--- config.mk ---
export PLATFORM = sky130hd
export DESIGN_NAME = can_fifo_window
export DESIGN_NICKNAME = d
export VERILOG_FILES = /design/src/rtl/cfw_pkg.sv /design/src/rtl/cfw_ring.sv /design/src/rtl/cfw_irq.sv /design/src/rtl/can_fifo_window.sv
export SDC_FILE = /design/constraint.sdc
export NUM_CORES = 1
export LEC_CHECK = 0
export CORE_AREA = 5 5 213 421
export DETAILED_ROUTE_END_ITERATION = 12
export DIE_AREA = 0 0 218 426
export GPL_TIMING_DRIVEN = 0
export PLACE_DENSITY_LB_ADDON = 0.25
export SYNTH_ARGS = -nofsm -noshare
export SYNTH_HDL_FRONTEND = slang
export SYNTH_SLANG_ARGS = --single-unit
--- constraint.sdc ---
create_clock -name clk -period 4.48 [get_ports clk]
set_clock_uncertainty 0.2 [all_clocks]
set_input_delay 0.896 -clock clk [delete_from_list [all_inputs] [get_ports clk]]
set_output_delay 0.896 -clock clk [all_outputs]
set_load 0.05 [all_outputs]
--- src/rtl/cfw_pkg.sv ---
package cfw_pkg;

  typedef struct packed {
    logic [31:0] id;
    logic [3:0]  dlc;
    logic [63:0] data;
    logic [15:0] ts;
  } frame_t;

  localparam int FRAME_W   = $bits(frame_t);
  localparam int MBX_BYTES = 16;
  localparam int MBX_SH    = 4;
  localparam logic [7:0] PTR_KEY = 8'hFF;
  localparam int IRQ_RX_BIT = 4;
  localparam int IRQ_TX_BIT = 3;
  localparam int RX_EMPTY_BIT = 7;

  function automatic logic [7:0] frame_byte(input frame_t f, input logic [3:0] off);
    logic [7:0] b;
    int idx;
    idx = int'(off) - 6;
    case (off)
      4'd0:  b = f.id[31:24];
      4'd1:  b = f.id[23:16];
      4'd2:  b = f.id[15:8];
      4'd3:  b = f.id[7:0];
      4'd4:  b = 8'h00;
      4'd5:  b = {4'h0, f.dlc};
      4'd14: b = f.ts[15:8];
      4'd15: b = f.ts[7:0];
      default: b = f.data[8*idx +: 8];
    endcase
    return b;
  endfunction

  function automatic frame_t frame_put(input frame_t f, input logic [3:0] off,
                                       input logic [7:0] b);
    frame_t r;
    int idx;
    r = f;
    idx = int'(off) - 6;
    case (off)
      4'd0:  r.id[31:24] = b;
      4'd1:  r.id[23:16] = b;
      4'd2:  r.id[15:8]  = b;
      4'd3:  r.id[7:0]   = b;
      4'd4:  r = f;
      4'd5:  r.dlc = b[3:0];
      4'd14: r.ts[15:8] = b;
      4'd15: r.ts[7:0]  = b;
      default: r.data[8*idx +: 8] = b;
    endcase
    return r;
  endfunction

endpackage

--- src/rtl/cfw_ring.sv ---
module cfw_ring #(
  parameter int DEPTH     = 4,
  parameter int WIDTH     = 116,
  parameter bit OVERWRITE = 1'b0,
  localparam int PTR_W    = (DEPTH > 1) ? $clog2(DEPTH) : 1,
  localparam int CNT_W    = $clog2(DEPTH + 1)
) (
  input  logic             clk,
  input  logic             rst_n,
  input  logic             flush,
  input  logic             push,
  input  logic             pop,
  input  logic [WIDTH-1:0] din,
  output logic [WIDTH-1:0] dout,
  output logic [CNT_W-1:0] cnt,
  output logic             empty,
  output logic             full,
  output logic             dropped
);

  logic [WIDTH-1:0] mem [DEPTH];
  logic [PTR_W-1:0] head_q, head_n, tail_q, tail_n;
  logic [CNT_W-1:0] cnt_q, cnt_n;
  logic             do_pop, do_push, do_drop, adv_head;

  function automatic logic [PTR_W-1:0] ptr_inc(input logic [PTR_W-1:0] p);
    return (p == PTR_W'(DEPTH - 1)) ? '0 : p + PTR_W'(1);
  endfunction

  assign empty = (cnt_q == '0);
  assign full  = (cnt_q == CNT_W'(DEPTH));

  always_comb begin
    do_pop   = pop && !empty && !flush;
    do_drop  = push && full && !do_pop && OVERWRITE && !flush;
    do_push  = push && !flush && (!full || do_pop || OVERWRITE);
    adv_head = do_pop || do_drop;
    head_n   = head_q;
    tail_n   = tail_q;
    cnt_n    = cnt_q;
    if (flush) begin
      head_n = '0;
      tail_n = '0;
      cnt_n  = '0;
    end else begin
      if (adv_head) head_n = ptr_inc(head_q);
      if (do_push)  tail_n = ptr_inc(tail_q);
      if (do_push && !adv_head)      cnt_n = cnt_q + CNT_W'(1);
      else if (!do_push && adv_head) cnt_n = cnt_q - CNT_W'(1);
    end
  end

  always_ff @(posedge clk or negedge rst_n) begin
    if (!rst_n) begin
      head_q <= '0;
      tail_q <= '0;
      cnt_q  <= '0;
    end else begin
      head_q <= head_n;
      tail_q <= tail_n;
      cnt_q  <= cnt_n;
    end
  end

  always_ff @(posedge clk) begin
    if (do_push) mem[tail_q] <= din;
  end

  assign dout    = empty ? '0 : mem[head_q];
  assign cnt     = cnt_q;
  assign dropped = do_drop;

  // occupancy never exceeds the depth
  p_cnt_bound_r4: assert property (@(posedge clk) disable iff (!rst_n)
    cnt_q <= CNT_W'(DEPTH));

  // removal from an empty ring leaves the read pointer where it was
  p_empty_pop_r7: assert property (@(posedge clk) disable iff (!rst_n)
    (pop && empty && !push && !flush) |=> (head_q == $past(head_q)) && (cnt_q == '0));

endmodule

--- src/rtl/cfw_irq.sv ---
module cfw_irq (
  input  logic       clk,
  input  logic       rst_n,
  input  logic       ev_tx,
  input  logic       ev_rx,
  input  logic       wr_stat,
  input  logic       wr_en,
  input  logic [7:0] wdata,
  output logic [7:0] stat_rd,
  output logic [7:0] en_rd,
  output logic       irq_tx,
  output logic       irq_rx
);
  import cfw_pkg::*;

  logic st_tx_q, st_tx_n, st_rx_q, st_rx_n;
  logic en_tx_q, en_tx_n, en_rx_q, en_rx_n;

  always_comb begin
    st_tx_n = (st_tx_q && !(wr_stat && !wdata[IRQ_TX_BIT])) || ev_tx;
    st_rx_n = (st_rx_q && !(wr_stat && !wdata[IRQ_RX_BIT])) || ev_rx;
    en_tx_n = wr_en ? wdata[IRQ_TX_BIT] : en_tx_q;
    en_rx_n = wr_en ? wdata[IRQ_RX_BIT] : en_rx_q;
  end

  always_ff @(posedge clk or negedge rst_n) begin
    if (!rst_n) begin
      st_tx_q <= 1'b0;
      st_rx_q <= 1'b0;
      en_tx_q <= 1'b0;
      en_rx_q <= 1'b0;
    end else begin
      st_tx_q <= st_tx_n;
      st_rx_q <= st_rx_n;
      en_tx_q <= en_tx_n;
      en_rx_q <= en_rx_n;
    end
  end

  always_comb begin
    stat_rd = 8'h00;
    stat_rd[IRQ_TX_BIT] = st_tx_q;
    stat_rd[IRQ_RX_BIT] = st_rx_q;
    en_rd = 8'h00;
    en_rd[IRQ_TX_BIT] = en_tx_q;
    en_rd[IRQ_RX_BIT] = en_rx_q;
  end

  assign irq_tx = st_tx_q && en_tx_q;
  assign irq_rx = st_rx_q && en_rx_q;

  // an event always leaves its status bit set on the next cycle
  p_ev_sets_r9: assert property (@(posedge clk) disable iff (!rst_n)
    ev_rx |=> st_rx_q);

  // without an event or a clearing write the status bit holds
  p_stat_hold_r9: assert property (@(posedge clk) disable iff (!rst_n)
    (!ev_tx && !wr_stat) |=> $stable(st_tx_q));

endmodule

--- src/rtl/can_fifo_window.sv ---
module can_fifo_window #(
  parameter int ADDR_W   = 11,
  parameter int DEPTH    = 4,
  parameter int TX_MBX   = 56,
  parameter int RX_MBX   = 60,
  parameter int CTL_BASE = 'h400
) (
  input  logic              clk,
  input  logic              rst_n,
  input  logic [ADDR_W-1:0] cpu_addr,
  input  logic              cpu_wr,
  input  logic [7:0]        cpu_wdata,
  output logic [7:0]        cpu_rdata,
  output logic              tx_valid,
  output logic [31:0]       tx_id,
  output logic [3:0]        tx_dlc,
  output logic [63:0]       tx_data,
  output logic [15:0]       tx_stamp,
  input  logic              tx_done,
  input  logic              rx_push,
  input  logic [31:0]       rx_id,
  input  logic [3:0]        rx_dlc,
  input  logic [63:0]       rx_data,
  input  logic [15:0]       rx_stamp,
  output logic              rx_overrun,
  output logic              irq_tx,
  output logic              irq_rx
);
  import cfw_pkg::*;

  localparam int CNT_W   = $clog2(DEPTH + 1);
  localparam int MBXI_W  = ADDR_W - MBX_SH;
  localparam logic [ADDR_W-1:0] A_TXCTL = ADDR_W'(CTL_BASE);
  localparam logic [ADDR_W-1:0] A_TXPTR = ADDR_W'(CTL_BASE + 1);
  localparam logic [ADDR_W-1:0] A_RXCTL = ADDR_W'(CTL_BASE + 2);
  localparam logic [ADDR_W-1:0] A_RXPTR = ADDR_W'(CTL_BASE + 3);
  localparam logic [ADDR_W-1:0] A_IEN   = ADDR_W'(CTL_BASE + 4);
  localparam logic [ADDR_W-1:0] A_ISTAT = ADDR_W'(CTL_BASE + 5);

  // reset: asynchronous assert, two-stage synchronous release
  logic rst_s1_q, rst_s2_q, rst_i_n;
  always_ff @(posedge clk or negedge rst_n) begin
    if (!rst_n) begin
      rst_s1_q <= 1'b0;
      rst_s2_q <= 1'b0;
    end else begin
      rst_s1_q <= 1'b1;
      rst_s2_q <= rst_s1_q;
    end
  end
  assign rst_i_n = rst_s2_q;

  // address decode
  logic [3:0] off;
  logic tx_win, rx_win, wr_txctl, wr_rxctl, wr_ien, wr_istat;
  logic tx_commit_key, rx_release_key;
  assign off      = cpu_addr[MBX_SH-1:0];
  assign tx_win   = (cpu_addr[ADDR_W-1:MBX_SH] == MBXI_W'(TX_MBX));
  assign rx_win   = (cpu_addr[ADDR_W-1:MBX_SH] == MBXI_W'(RX_MBX));
  assign wr_txctl = cpu_wr && (cpu_addr == A_TXCTL);
  assign wr_rxctl = cpu_wr && (cpu_addr == A_RXCTL);
  assign wr_ien   = cpu_wr && (cpu_addr == A_IEN);
  assign wr_istat = cpu_wr && (cpu_addr == A_ISTAT);
  assign tx_commit_key  = cpu_wr && (cpu_addr == A_TXPTR) && (cpu_wdata == PTR_KEY);
  assign rx_release_key = cpu_wr && (cpu_addr == A_RXPTR) && (cpu_wdata == PTR_KEY);

  // enables
  logic tx_en_q, tx_en_n, rx_en_q, rx_en_n;
  always_comb begin
    tx_en_n = wr_txctl ? cpu_wdata[0] : tx_en_q;
    rx_en_n = wr_rxctl ? cpu_wdata[0] : rx_en_q;
  end
  always_ff @(posedge clk or negedge rst_i_n) begin
    if (!rst_i_n) begin
      tx_en_q <= 1'b0;
      rx_en_q <= 1'b0;
    end else begin
      tx_en_q <= tx_en_n;
      rx_en_q <= rx_en_n;
    end
  end

  // transmit staging window
  frame_t stage_q, stage_n;
  logic   stage_we;
  assign stage_we = cpu_wr && tx_win;
  always_comb stage_n = frame_put(stage_q, off, cpu_wdata);
  always_ff @(posedge clk or negedge rst_i_n) begin
    if (!rst_i_n)      stage_q <= '0;
    else if (stage_we) stage_q <= stage_n;
  end

  // transmit queue
  logic             tx_flush, tx_push, tx_pop, tx_empty, tx_full, tx_drop_unused;
  logic [CNT_W-1:0] tx_cnt;
  frame_t           tx_head;
  assign tx_flush = !tx_en_n;
  assign tx_push  = tx_commit_key && tx_en_q;
  assign tx_pop   = tx_done && tx_en_q;

  cfw_ring #(.DEPTH(DEPTH), .WIDTH(FRAME_W), .OVERWRITE(1'b0)) u_tx_ring (
    .clk(clk), .rst_n(rst_i_n), .flush(tx_flush), .push(tx_push), .pop(tx_pop),
    .din(stage_q), .dout(tx_head), .cnt(tx_cnt), .empty(tx_empty),
    .full(tx_full), .dropped(tx_drop_unused));

  assign tx_valid = !tx_empty;
  assign tx_id    = tx_head.id;
  assign tx_dlc   = tx_head.dlc;
  assign tx_data  = tx_head.data;
  assign tx_stamp = tx_head.ts;

  // receive queue
  logic             rx_flush, rx_acc, rx_pop, rx_empty, rx_full, rx_drop;
  logic [CNT_W-1:0] rx_cnt;
  frame_t           rx_in, rx_head;
  assign rx_in    = '{id: rx_id, dlc: rx_dlc, data: rx_data, ts: rx_stamp};
  assign rx_flush = !rx_en_n;
  assign rx_acc   = rx_push && rx_en_q;
  assign rx_pop   = rx_release_key && rx_en_q;

  cfw_ring #(.DEPTH(DEPTH), .WIDTH(FRAME_W), .OVERWRITE(1'b1)) u_rx_ring (
    .clk(clk), .rst_n(rst_i_n), .flush(rx_flush), .push(rx_acc), .pop(rx_pop),
    .din(rx_in), .dout(rx_head), .cnt(rx_cnt), .empty(rx_empty),
    .full(rx_full), .dropped(rx_drop));

  logic ovr_q;
  always_ff @(posedge clk or negedge rst_i_n) begin
    if (!rst_i_n) ovr_q <= 1'b0;
    else          ovr_q <= rx_drop;
  end
  assign rx_overrun = ovr_q;

  // interrupt flags
  logic [7:0] stat_rd, en_rd;
  logic       ev_tx, ev_rx;
  assign ev_tx = tx_pop && !tx_empty && !tx_flush;
  assign ev_rx = rx_acc && !rx_flush;

  cfw_irq u_irq (
    .clk(clk), .rst_n(rst_i_n), .ev_tx(ev_tx), .ev_rx(ev_rx),
    .wr_stat(wr_istat), .wr_en(wr_ien), .wdata(cpu_wdata),
    .stat_rd(stat_rd), .en_rd(en_rd), .irq_tx(irq_tx), .irq_rx(irq_rx));

  // read mux
  logic [2:0] unsent;
  assign unsent = 3'(tx_cnt);
  always_comb begin
    cpu_rdata = 8'h00;
    if (tx_win)                    cpu_rdata = frame_byte(stage_q, off);
    else if (rx_win)               cpu_rdata = frame_byte(rx_head, off);
    else if (cpu_addr == A_TXCTL)  cpu_rdata = {4'h0, unsent, tx_en_q};
    else if (cpu_addr == A_RXCTL)  cpu_rdata = {rx_empty, 6'h00, rx_en_q};
    else if (cpu_addr == A_IEN)    cpu_rdata = en_rd;
    else if (cpu_addr == A_ISTAT)  cpu_rdata = stat_rd;
  end

  // commit into a full queue with nothing leaving keeps it full
  p_full_commit_r4: assert property (@(posedge clk) disable iff (!rst_i_n)
    (tx_push && tx_full && !tx_done && tx_en_n) |=> (tx_cnt == CNT_W'(DEPTH)));

  // a push that finds the queue full with no release raises the strobe
  p_overrun_r8: assert property (@(posedge clk) disable iff (!rst_i_n)
    (rx_acc && rx_full && !rx_release_key && rx_en_n) |=> rx_overrun);

  // a disabled queue stays empty
  p_disabled_empty_r10: assert property (@(posedge clk) disable iff (!rst_i_n)
    !tx_en_q |-> (tx_cnt == '0) && !tx_valid);

  // a completion on a non-empty queue lowers the unsent count
  p_done_drains_r5: assert property (@(posedge clk) disable iff (!rst_i_n)
    (tx_done && tx_valid && !tx_commit_key && tx_en_n) |=> (tx_cnt == $past(tx_cnt) - CNT_W'(1)));

endmodule

[Yosys cells after proc, flatten, opt, wreduce, memory -nomap -nowiden]
Memory sizes are Yosys's and may differ from the RTL's.
Cells that the tools add are included.
Operators by class
  mux-type cells: 35
  bitwise gates (word level): 1
  shifts and indexed selects: 4
  equality and inequality tests: 28
  add/sub/neg operators: 10
  reduce and logical (&&, ||, !) cells: 61
Operators by type and width (number)
  116-bit 2-to-1 mux: 2
  8-bit one-hot mux with 8 select lines: 2
  64-bit by 8-bit variable part select with 8-bit output: 2
  11-bit equality test (second input constant): 6
  64-bit bitwise mux: 1
  8-bit by 33-bit variable shift with 64-bit output (first input constant): 1
  8-bit by 33-bit variable part select with 64-bit output: 1
  1-bit logical AND: 33
  8-bit negation with 33-bit output: 1
  8-bit 2-to-1 mux: 4
  2-bit 2-to-1 mux: 12
  3-bit 2-to-1 mux: 6
  2-bit AND reduction: 8
  7-bit by 6-bit equality test with 1-bit output (second input constant): 2
  1-bit zero test: 12
  5-bit 2-to-1 mux: 2
  2-bit by 1-bit adder with 2-bit output (second input constant): 4
  2-bit equality test (second input constant): 4
  4-bit by 2-bit equality test with 1-bit output (second input constant): 2
  4-bit by 3-bit equality test with 1-bit output (second input constant): 2
  4-bit equality test (second input constant): 2
  8-bit equality test (second input constant): 1
  2-bit by 1-bit inequality test with 1-bit output (second input constant): 4
  8-bit OR reduction: 1
  other kinds (11): 24
Word-level totals
  register bits after elaboration: 139
  RAM bits: 928
  memories: 2
Memories
  u_rx_ring.mem: depth 4, width 116, rd ports 1, clocked after Yosys merged registers in 0, wr ports 1, line cfw_ring.sv:21  | logic [WIDTH-1:0] mem [DEPTH];
  u_tx_ring.mem: depth 4, width 116, rd ports 1, clocked after Yosys merged registers in 0, wr ports 1, line cfw_ring.sv:21

[Depth between registers and ports, before layout]
Gate-level depths: netlist (run 1).
  word-level depth: 14
  mapped depth: 16
  gate-level depth less buffers: 12

[By module]
Synthesis (run 1) repeated with hierarchy kept, for this count alone.
Second synthesis, totals
  cell total of the unflattened synthesis: 2249
  area, all modules: 43676.9 um2
Modules (own cells, without submodules)
  cfw_ring (u_tx_ring): area an instance 18043.6 um2, times used 1, cells each 802
  cfw_ring (u_rx_ring): area an instance 18013.5 um2, times used 1, cells each 798
  can_fifo_window: area an instance 7325.8 um2, times used 1, cells each 620
  cfw_irq: area an instance 294.0 um2, times used 1, cells each 29

[Worst setup path after synthesis (run 1)]
OpenSTA, ideal clock, no wires.
  path type: input to register
  start: in cpu_addr[1]
  end: mem u_tx_ring.mem[0][0], enable pin
  setup time: 0.489 ns
  stages: 10
  arrival: 5.739 ns
  setup slack: -1.948 ns
  required time: 3.791 ns
  cells stage by stage: clkbuf_1 inv_1 buf_2 clkbuf_1 ha_1 buf_4 nor3b_1 nand2_1 nor4_4 and2_1
On the way
  cells in the longest elaborated chain, start to end: 8
  elaborated cells between the ends (all ways): 13
  classes of those cells: eq/ne: 2; mux: 3; reduce/logical: 8
RTL lines
  from (decl): line can_fifo_window.sv:10  | input logic [ADDR_W-1:0] cpu_addr,
  11-bit equality test, on equally long branches: line can_fifo_window.sv:60, can_fifo_window.sv:64
  1-bit logical AND, on equally long branches: line can_fifo_window.sv:60, can_fifo_window.sv:64
  1-bit 2-to-1 mux or 1-bit logical AND (tied branches): line can_fifo_window.sv:70, can_fifo_window.sv:64
  1-bit logical AND, on equally long branches: line cfw_ring.sv:34, can_fifo_window.sv:98
  1-bit logical OR or 1-bit logical AND (tied branches): line cfw_ring.sv:36  | do_push = push && !flush && (!full || do_pop || OVERWRITE);
  1-bit logical AND (*): line cfw_ring.sv:36
  1-bit 2-to-1 mux (*): line cfw_ring.sv:66  | if (do_push) mem[tail_q] <= din;
  1-bit 2-to-1 mux (implied by the code) (*): line cfw_ring.sv:66
  to (decl): line cfw_ring.sv:21
Mark *: on every way between the ends. The rest lies on a longest branch, timed or not.

[Worst setup path in the final report (run 1)]
  start: in cpu_addr[1]
  end: out cpu_rdata[5]
On the way
  cells in the longest elaborated chain, start to end: 5
  elaborated cells between the ends (all ways): 17
  classes of those cells: add/sub: 1; eq/ne: 8; shift: 2; mux: 5; reduce/logical: 1
RTL lines
  4-bit by 3-bit subtractor with 5-bit output: line cfw_pkg.sv:21  | idx = int'(off) - 6;
  64-bit by 8-bit variable part select with 8-bit output: line cfw_pkg.sv:31  | default: b = f.data[8*idx +: 8];
  8-bit one-hot mux with 8 select lines: line cfw_pkg.sv:22  | case (off)
  8-bit 2-to-1 mux: line can_fifo_window.sv:150  | else if (rx_win) cpu_rdata = frame_byte(rx_head, off);
  8-bit 2-to-1 mux (*): line can_fifo_window.sv:149  | if (tx_win) cpu_rdata = frame_byte(stage_q, off);
  to (decl): line can_fifo_window.sv:13  | output logic [7:0] cpu_rdata,
Marks and branches as above.

==> results of run 1 <==
## kinds of logic after synthesis
family | synth area share (%)
simple gates | 5.41
other cells | 0.00882
buf+inv | 1.49
mux | 15.4
fa+ha+maj | 0.712
flops | 73.7
xor+xnor | 0.144
compound gates | 3.10
## power breakdown
| group | internal [W] | switching [W] |
|---|---|---|
| clock network | 0.00416 | 0.00341 |
| logic | 0.000234 | 0.000325 |
| registers | 0.0107 | 0.0000229 |
| total | 0.0151 | 0.00376 |
## flip-flops by register name (all words and copies together), names as in the netlist, 3 cells and up
signal         count
u_rx_ring.mem    464
u_rx_ring.cnt      3
u_tx_ring.cnt      3
u_tx_ring.mem    464
stage_q          116
## area by class of cell
type	count	area, sq um
clock inverter	40	399
sequential	1067	31300
buffer	113	940
timing repair buffer	308	3300
tap	1155	1450
antenna	9	22.5
inverter	16	75.1
clock buffer	115	2390
fill	6422	35200
multi-input combinational	1001	10900
## stage by stage
stage / power, W / instances / worst slack, ns
CTS: 0.0190 / 3814 / 0.00191
floorplan: 0.0112 / 2202 / -0.0545
global placement: 0.0114 / 3622 / -2.92
detailed placement: 0.0115 / 3640 / -2.92
finish: 0.0189 / 3824 / 0.0268
global route: 0.0194 / 3816 / -0.0499
## routing by layer
layer | wire length [um] | vias up
li1 | - | 9664
met1 | 37200 | 11609
met2 | 57800 | 873
met3 | 6960 | 246
met4 | 5110 | 14
met5 | 108 | -
## worst max path at each step
stage                           start                  end  slack, ns
after global routing      cpu_addr[6]         cpu_rdata[7]      -0.05
after global placement    cpu_addr[1]         cpu_rdata[1]      -2.92
after detailed placement  cpu_addr[1]         cpu_rdata[1]      -2.92
after CTS                 cpu_addr[1]         cpu_rdata[6]      0.002
final                     cpu_addr[1]         cpu_rdata[5]       0.03
after floorplan           cpu_addr[0]  u_rx_ring.mem[0][0]      -0.05
## cells in the final DEF, fill, tap and decap left out, types with 21 or more instances in the layout
master and n:
o21ai_0 63, clkdlybuf4s50_1 225, nand2_1 154, dlygate4sd2_1 30, a22oi_1 21, buf_4 33, nor2_1 33, dfrtp_1 138
clkbuf_1 48, edfxtp_1 928, buf_6 27, clkbuf_16 92, mux2i_1 39, mux2_2 64, and2_1 121, mux4_2 240
## worst reg2reg max path, delay by kind of cell, from the launching register on
family / cells / cell delay (ns)
buffers and inverters: 2 / 0.63
DFF: 1 / 0.46
and+or+nand+nor: 4 / 1.29
## repair_timing
| item | CTS | global route |
|---|---|---|
| pin swaps | 14 | 12 |
| buffers inserted | 24 | 1 |
| setup endpoints to repair | 868 | 30 |
| endpoints found under the hold margin | 0 | 0 |
| gates resized for setup | 257 | 30 |
| gates cloned | 0 | 0 |
==> flow_metrics.py, run 1 <==
metrics = {
    "outcome": {
        "outcome": "completed",
    },
    "logic_synthesis": {
        "synth_enable_flop_cells": 928,
        "yosysUniqueCellTypes": 83,
        "synth_common_cells": "edfxtp_1, mux4_2, nand2_1, dfrtp_1, and2_1",
        "synth_top_area_share_pct": 65.5,
        "avgSynthCellArea_sq_um": 19.3,
        "synthFlopType": "edfxtp_1",
        "synth_most_common_cell": "edfxtp_1",
        "ys_async_sr_fraction_pct": 13.0,
        "netlist_instances": 2202,
        "synth_area_leaders": "edfxtp_1, mux4_2, dfrtp_1",
        "yosysWarnings": 0,
        "synth_area_leader_cell": "edfxtp_1",
        "syn_nets": 2365,
        "synth_seq_cells": 1067,
        "yosysSeqAreaShare_pct": 73.7,
        "syn_area_sq_um": 42500,
    },
    "global_route": {
        "use_met3_pct": 4.73,
        "grt_pass1_wl_mm": 158,
        "grt_max_degree": 73,
        "use_met1_pct": 26.7,
        "grt.total_usage_pct": 23.1,
        "antenna_found_initial": 19,
        "grt.busiest_layer": "met2",
        "use_met2_pct": 41.6,
        "grt_pass1_vias": 24247,
        "grt-ovfl-total": 0,
    },
    "setup_path": {
        "path_cells": "buf_6 > clkbuf_8 > inv_4 > buf_8 > clkbuf_16 > ha_4 > buf_8 > nor3b_4 > clkbuf_8 > buf_4 > a22oi_1 > nand2_2 > a21oi_1 > o21ai_2 > a32o_2 > buf_4",
        "crit_fanout": 6,
        "cp_slowest_stage_delay_ns": 0.28,
        "crit_slowest_cell": "a32o_2",
        "cp_top_family": "buffers and inverters",
        "worstSetupPathType": "primary input to primary output",
        "timing.rr.end": "u_tx_ring.mem[2][22]",
        "worstPathRequired_ns": 3.38,
        "regToRegSetupSlack_ns": 1.45,
        "r2r_start": "tx_en_q",
        "rr_worst_depth": 6,
        "path_depth": 16,
        "cp-start-kind": "primary input",
        "cp.arrival_ns": 3.36,
        "crit_path_end_kind": "primary output",
        "path_buf_inv": 9,
    },
    "finish": {
        "syn2layout_area_growth_pct": 19.4,
        "finish.utilization_pct": 59.1,
        "drive_above_1_share_pct": 24.0,
        "fin_nets": 2757,
        "finalInstanceArea_sq_um": 50800,
    },
    "place": {
        "io_buffers": 265,
        "gp_congestion": 0.907,
        "placed_area_sq_um": 47200,
        "dp_hpwl_mm": 75.4,
    },
    "timing": {
        "final.setup.tns_ns": 0,
        "fin_hold_ws_ns": 0.156,
        "maxSlewHeadroom_pct": 38.5,
        "slew_violations": 0,
        "rsz0062_at_grt": "true",
        "finalCriticalPeriod_ns": 4.45,
        "max_freq_mhz": 225,
        "tightest_slew_ns": 0.923,
        "finalHoldViolations": 0,
        "finalSetupViolCount": 0,
        "min_period_over_period_pct": 99.4,
    },
    "cts": {
        "cts_root_buf": "clkbuf_16",
        "cts_hold_buf": 0,
        "cts_tree": "yes",
        "htreeDepth": 3,
        "cts_buffer_depth": 3,
        "numCtsBuffers": 87,
        "path_clk_slew_ns": 0.07,
        "cts_num_sinks": 1067,
        "clk_latency_ns": 0.69,
    },
    "routing": {
        "dr.pass1.iters": 5,
        "vias_per_cell": 5.86,
        "num_vias": 22406,
        "drc": 0,
        "drtIter0Drc": 2052,
        "ant_nets": 0,
        "wl_per_cell_um": 28.0,
        "wl_mm": 107,
    },
    "floorplan": {
        "start_util_pct": 49.5,
        "coreArea_sq_um": 86000,
        "rows": 152,
        "die_y_um": 426,
        "die_w_um": 218,
        "io_pins": 268,
        "dieArea_sq_um": 92900,
    },
    "power_and_ir_drop": {
        "power_density_nw_per_um2": 372,
        "max-vdd-ir-drop_v": 0.000398,
        "power_leakage_nw": 18.0,
    },
    "worst_hold_path": {
        "min_delay_path_depth": 0,
        "min-delay-path-class": "flip-flop to flip-flop",
        "hold_path_end": "rst_i_n",
        "holdCritStartpoint": "rst_s1_q",
    },
    "job": {
        "maxCapViolCount": 0,
    },
}
Power figures use the tool's default switching activity.
==> run 2, diff against run 1 <==
ABC_AREA = 1   (was not set)
CORE_AREA = 5 5 215 426   (was 5 5 213 421)
DIE_AREA = 0 0 220 431   (was 0 0 218 426)
==> flow_metrics.py, run 2 <==
metrics = {
    "cts": {
        "cts_root_buf": "clkbuf_16",
        "cts_buffer_depth": 3,
        "cts_tree": "yes",
        "clk_latency_ns": 0.71,
        "numCtsBuffers": 90,
        "htreeDepth": 3,
        "cts_hold_buf": 0,
        "cts_num_sinks": 1067,
        "path_clk_slew_ns": 0.07,
    },
    "timing": {
        "rsz0062_at_grt": "true",
        "finalSetupViolCount": 1,
        "finalCriticalPeriod_ns": 4.48,
        "fin_ws_ns": -0.00448,
        "max_freq_mhz": 223,
        "finalHoldViolations": 0,
        "tightest_slew_ns": 1.09,
        "maxSlewHeadroom_pct": 27.0,
        "min_period_over_period_pct": 100,
        "slew_violations": 0,
    },
    "floorplan": {
        "start_util_pct": 49.7,
        "die_y_um": 431,
        "coreArea_sq_um": 87900,
        "dieArea_sq_um": 94800,
        "rows": 154,
        "die_w_um": 220,
        "io_pins": 268,
    },
    "setup_path": {
        "regToRegSetupSlack_ns": 0.88,
        "path_depth": 15,
        "path_cells": "buf_4 > inv_2 > clkbuf_16 > clkbuf_16 > buf_8 > ha_2 > nand2_4 > clkinvlp_4 > buf_4 > nand2_1 > nand4_1 > nand3b_1 > nand2_1 > nand3_2 > buf_6",
        "crit_start": "cpu_addr[0]",
        "crit_fanout": 11,
        "cp_slowest_stage_delay_ns": 0.28,
        "crit_slowest_cell": "nand3b_1",
        "path_buf_inv": 8,
        "cp.arrival_ns": 3.39,
        "cp_top_family": "buffers and inverters",
        "cp-start-kind": "primary input",
        "worstPathRequired_ns": 3.38,
        "rr_worst_depth": 9,
        "crit_path_end_kind": "primary output",
        "worstSetupPathType": "primary input to primary output",
        "r2r_start": "u_tx_ring.cnt[2]",
        "crit_path_end": "cpu_rdata[4]",
        "timing.rr.end": "u_tx_ring.mem[0][65]",
    },
    "finish": {
        "final_common_cell": "edfxtp_1",
        "largestRegisters": "u_rx_ring.mem (464), u_tx_ring.mem (464), stage_q (116)",
        "finish.utilization_pct": 59.6,
        "drive_above_1_share_pct": 10.3,
        "fin_nets": 4440,
        "syn2layout_area_growth_pct": 20.1,
        "layout_common_cells": "edfxtp_1, nand2_1, nor2_1",
    },
    "logic_synthesis": {
        "ys_async_sr_fraction_pct": 13.0,
        "syn_area_sq_um": 43600,
        "netlist_instances": 3875,
        "avgSynthCellArea_sq_um": 11.3,
        "synthFlopType": "edfxtp_1",
        "yosysSeqAreaShare_pct": 71.8,
        "synth_enable_flop_cells": 928,
        "synth_area_leaders": "edfxtp_1, dfrtp_1, nand2_1",
        "synth_most_common_cell": "edfxtp_1",
        "syn_nets": 4038,
        "yosysWarnings": 0,
        "synth_top_area_share_pct": 63.9,
        "synth_common_cells": "edfxtp_1, nand2_1, nor2_1, o21ai_0, nand3_1",
        "synth_area_leader_cell": "edfxtp_1",
        "yosysUniqueCellTypes": 41,
        "synth_seq_cells": 1067,
    },
    "place": {
        "gp_congestion": 1.01,
        "io_buffers": 266,
        "dp_hpwl_mm": 105,
        "place_ws_ns": -2.72,
    },
    "outcome": {
        "outcome": "finished, violations left",
        "violations": "negative setup slack",
    },
    "power_and_ir_drop": {
        "power_leakage_nw": 20.6,
        "max-vdd-ir-drop_v": 0.000385,
        "power_density_nw_per_um2": 516,
    },
    "worst_hold_path": {
        "min-delay-path-class": "primary input to asynchronous set/reset pin",
    },
    "global_route": {
        "grt.total_usage_pct": 29.5,
        "antenna_found_initial": 16,
        "grt_pass1_vias": 31526,
        "grt_max_degree": 55,
        "grt_pass1_wl_mm": 203,
        "grt-ovfl-total": 0,
    },
    "routing": {
        "drtIter0Drc": 2782,
        "ant_nets": 0,
        "vias_per_cell": 5.73,
        "wl_per_cell_um": 25.6,
        "dr.pass1.iters": 5,
        "drc": 0,
        "num_vias": 31702,
        "wl_mm": 142,
    },
    "job": {
        "maxCapViolCount": 0,
    },
}
-- run 2: metal layers --
metal	wire [um]	global-route usage, %	vias up
li1	-	-	14365
met1	45300	30.2	15386
met2	75200	53.9	1463
met3	9470	5.15	476
met4	11500	20.0	12
met5	83	0	-
-- run 2: report_power, final --
part / internal (W) / switching (W)
Clock: 0.00461 / 0.00373
Sequential: 0.0108 / 0.0000436
Combinational: 0.00202 / 0.00590
-- run 2: final cells by class --
type | count | area (sq um)
flip-flops and latches | 1067 | 31300
clock buffers | 111 | 2380
clock inverters | 59 | 767
well taps | 1170 | 1460
plain buffers | 214 | 1170
repair buffers | 310 | 3470
fillers | 7232 | 35500
multi-input cells | 2511 | 11400
diodes | 10 | 25.0
inverters | 83 | 350
-- run 2: worst min path at each step --
stage / cells past startpoint / to / slack (ns) / from
6_report: 1 / rst_i_n / 0.14 / rst_n
5_1_grt: 1 / rst_i_n / 0.11 / rst_n
4_1_cts: 1 / rst_i_n / 0.10 / rst_n
3_5_place_dp: 0 / rst_i_n / 0.14 / rst_s1_q
3_3_place_gp: 0 / rst_i_n / 0.14 / rst_s1_q
2_1_floorplan: 0 / rst_i_n / 0.13 / rst_s1_q
-- run 2: cell families (layout without fill, tap and decap cells) --
| kind of cell | after synthesis | count (layout) | synth area share (%) |
|---|---|---|---|
| xor+xnor | 3 | 3 | 0.0602 |
| other cells | 1 | 11 | 0.00860 |
| buf+inv | 297 | 777 | 2.63 |
| fa+ha+maj | 23 | 23 | 0.694 |
| compound gates | 636 | 636 | 7.50 |
| flops | 1067 | 1067 | 71.8 |
| simple gates | 1848 | 1848 | 17.3 |
-- run 2: stage by stage --
stage                     hold WS [ns]  cells  total power [W]  setup TNS [ns]  area [sq um]
final                            0.140   5535           0.0271        -0.00448         52400
after global routing             0.115   5525           0.0280         -0.0726         52400
after CTS                        0.102   5521           0.0271               0         52200
after detailed placement         0.140   5348           0.0192         -649.71         48700
after global placement           0.139   5311           0.0192        -2737.15         47900
after floorplan                  0.131   3875           0.0161          -24.64         43800
-- run 2: what timing repair did --
| action | 4_1_cts | 5_1_grt |
|---|---|---|
| pin swaps | 2 | 5 |
| buffers inserted | 3 | 4 |
| gates resized for setup | 416 | 84 |
| hold endpoints to repair | 0 | 0 |
| endpoints found under the setup margin | 461 | 94 |
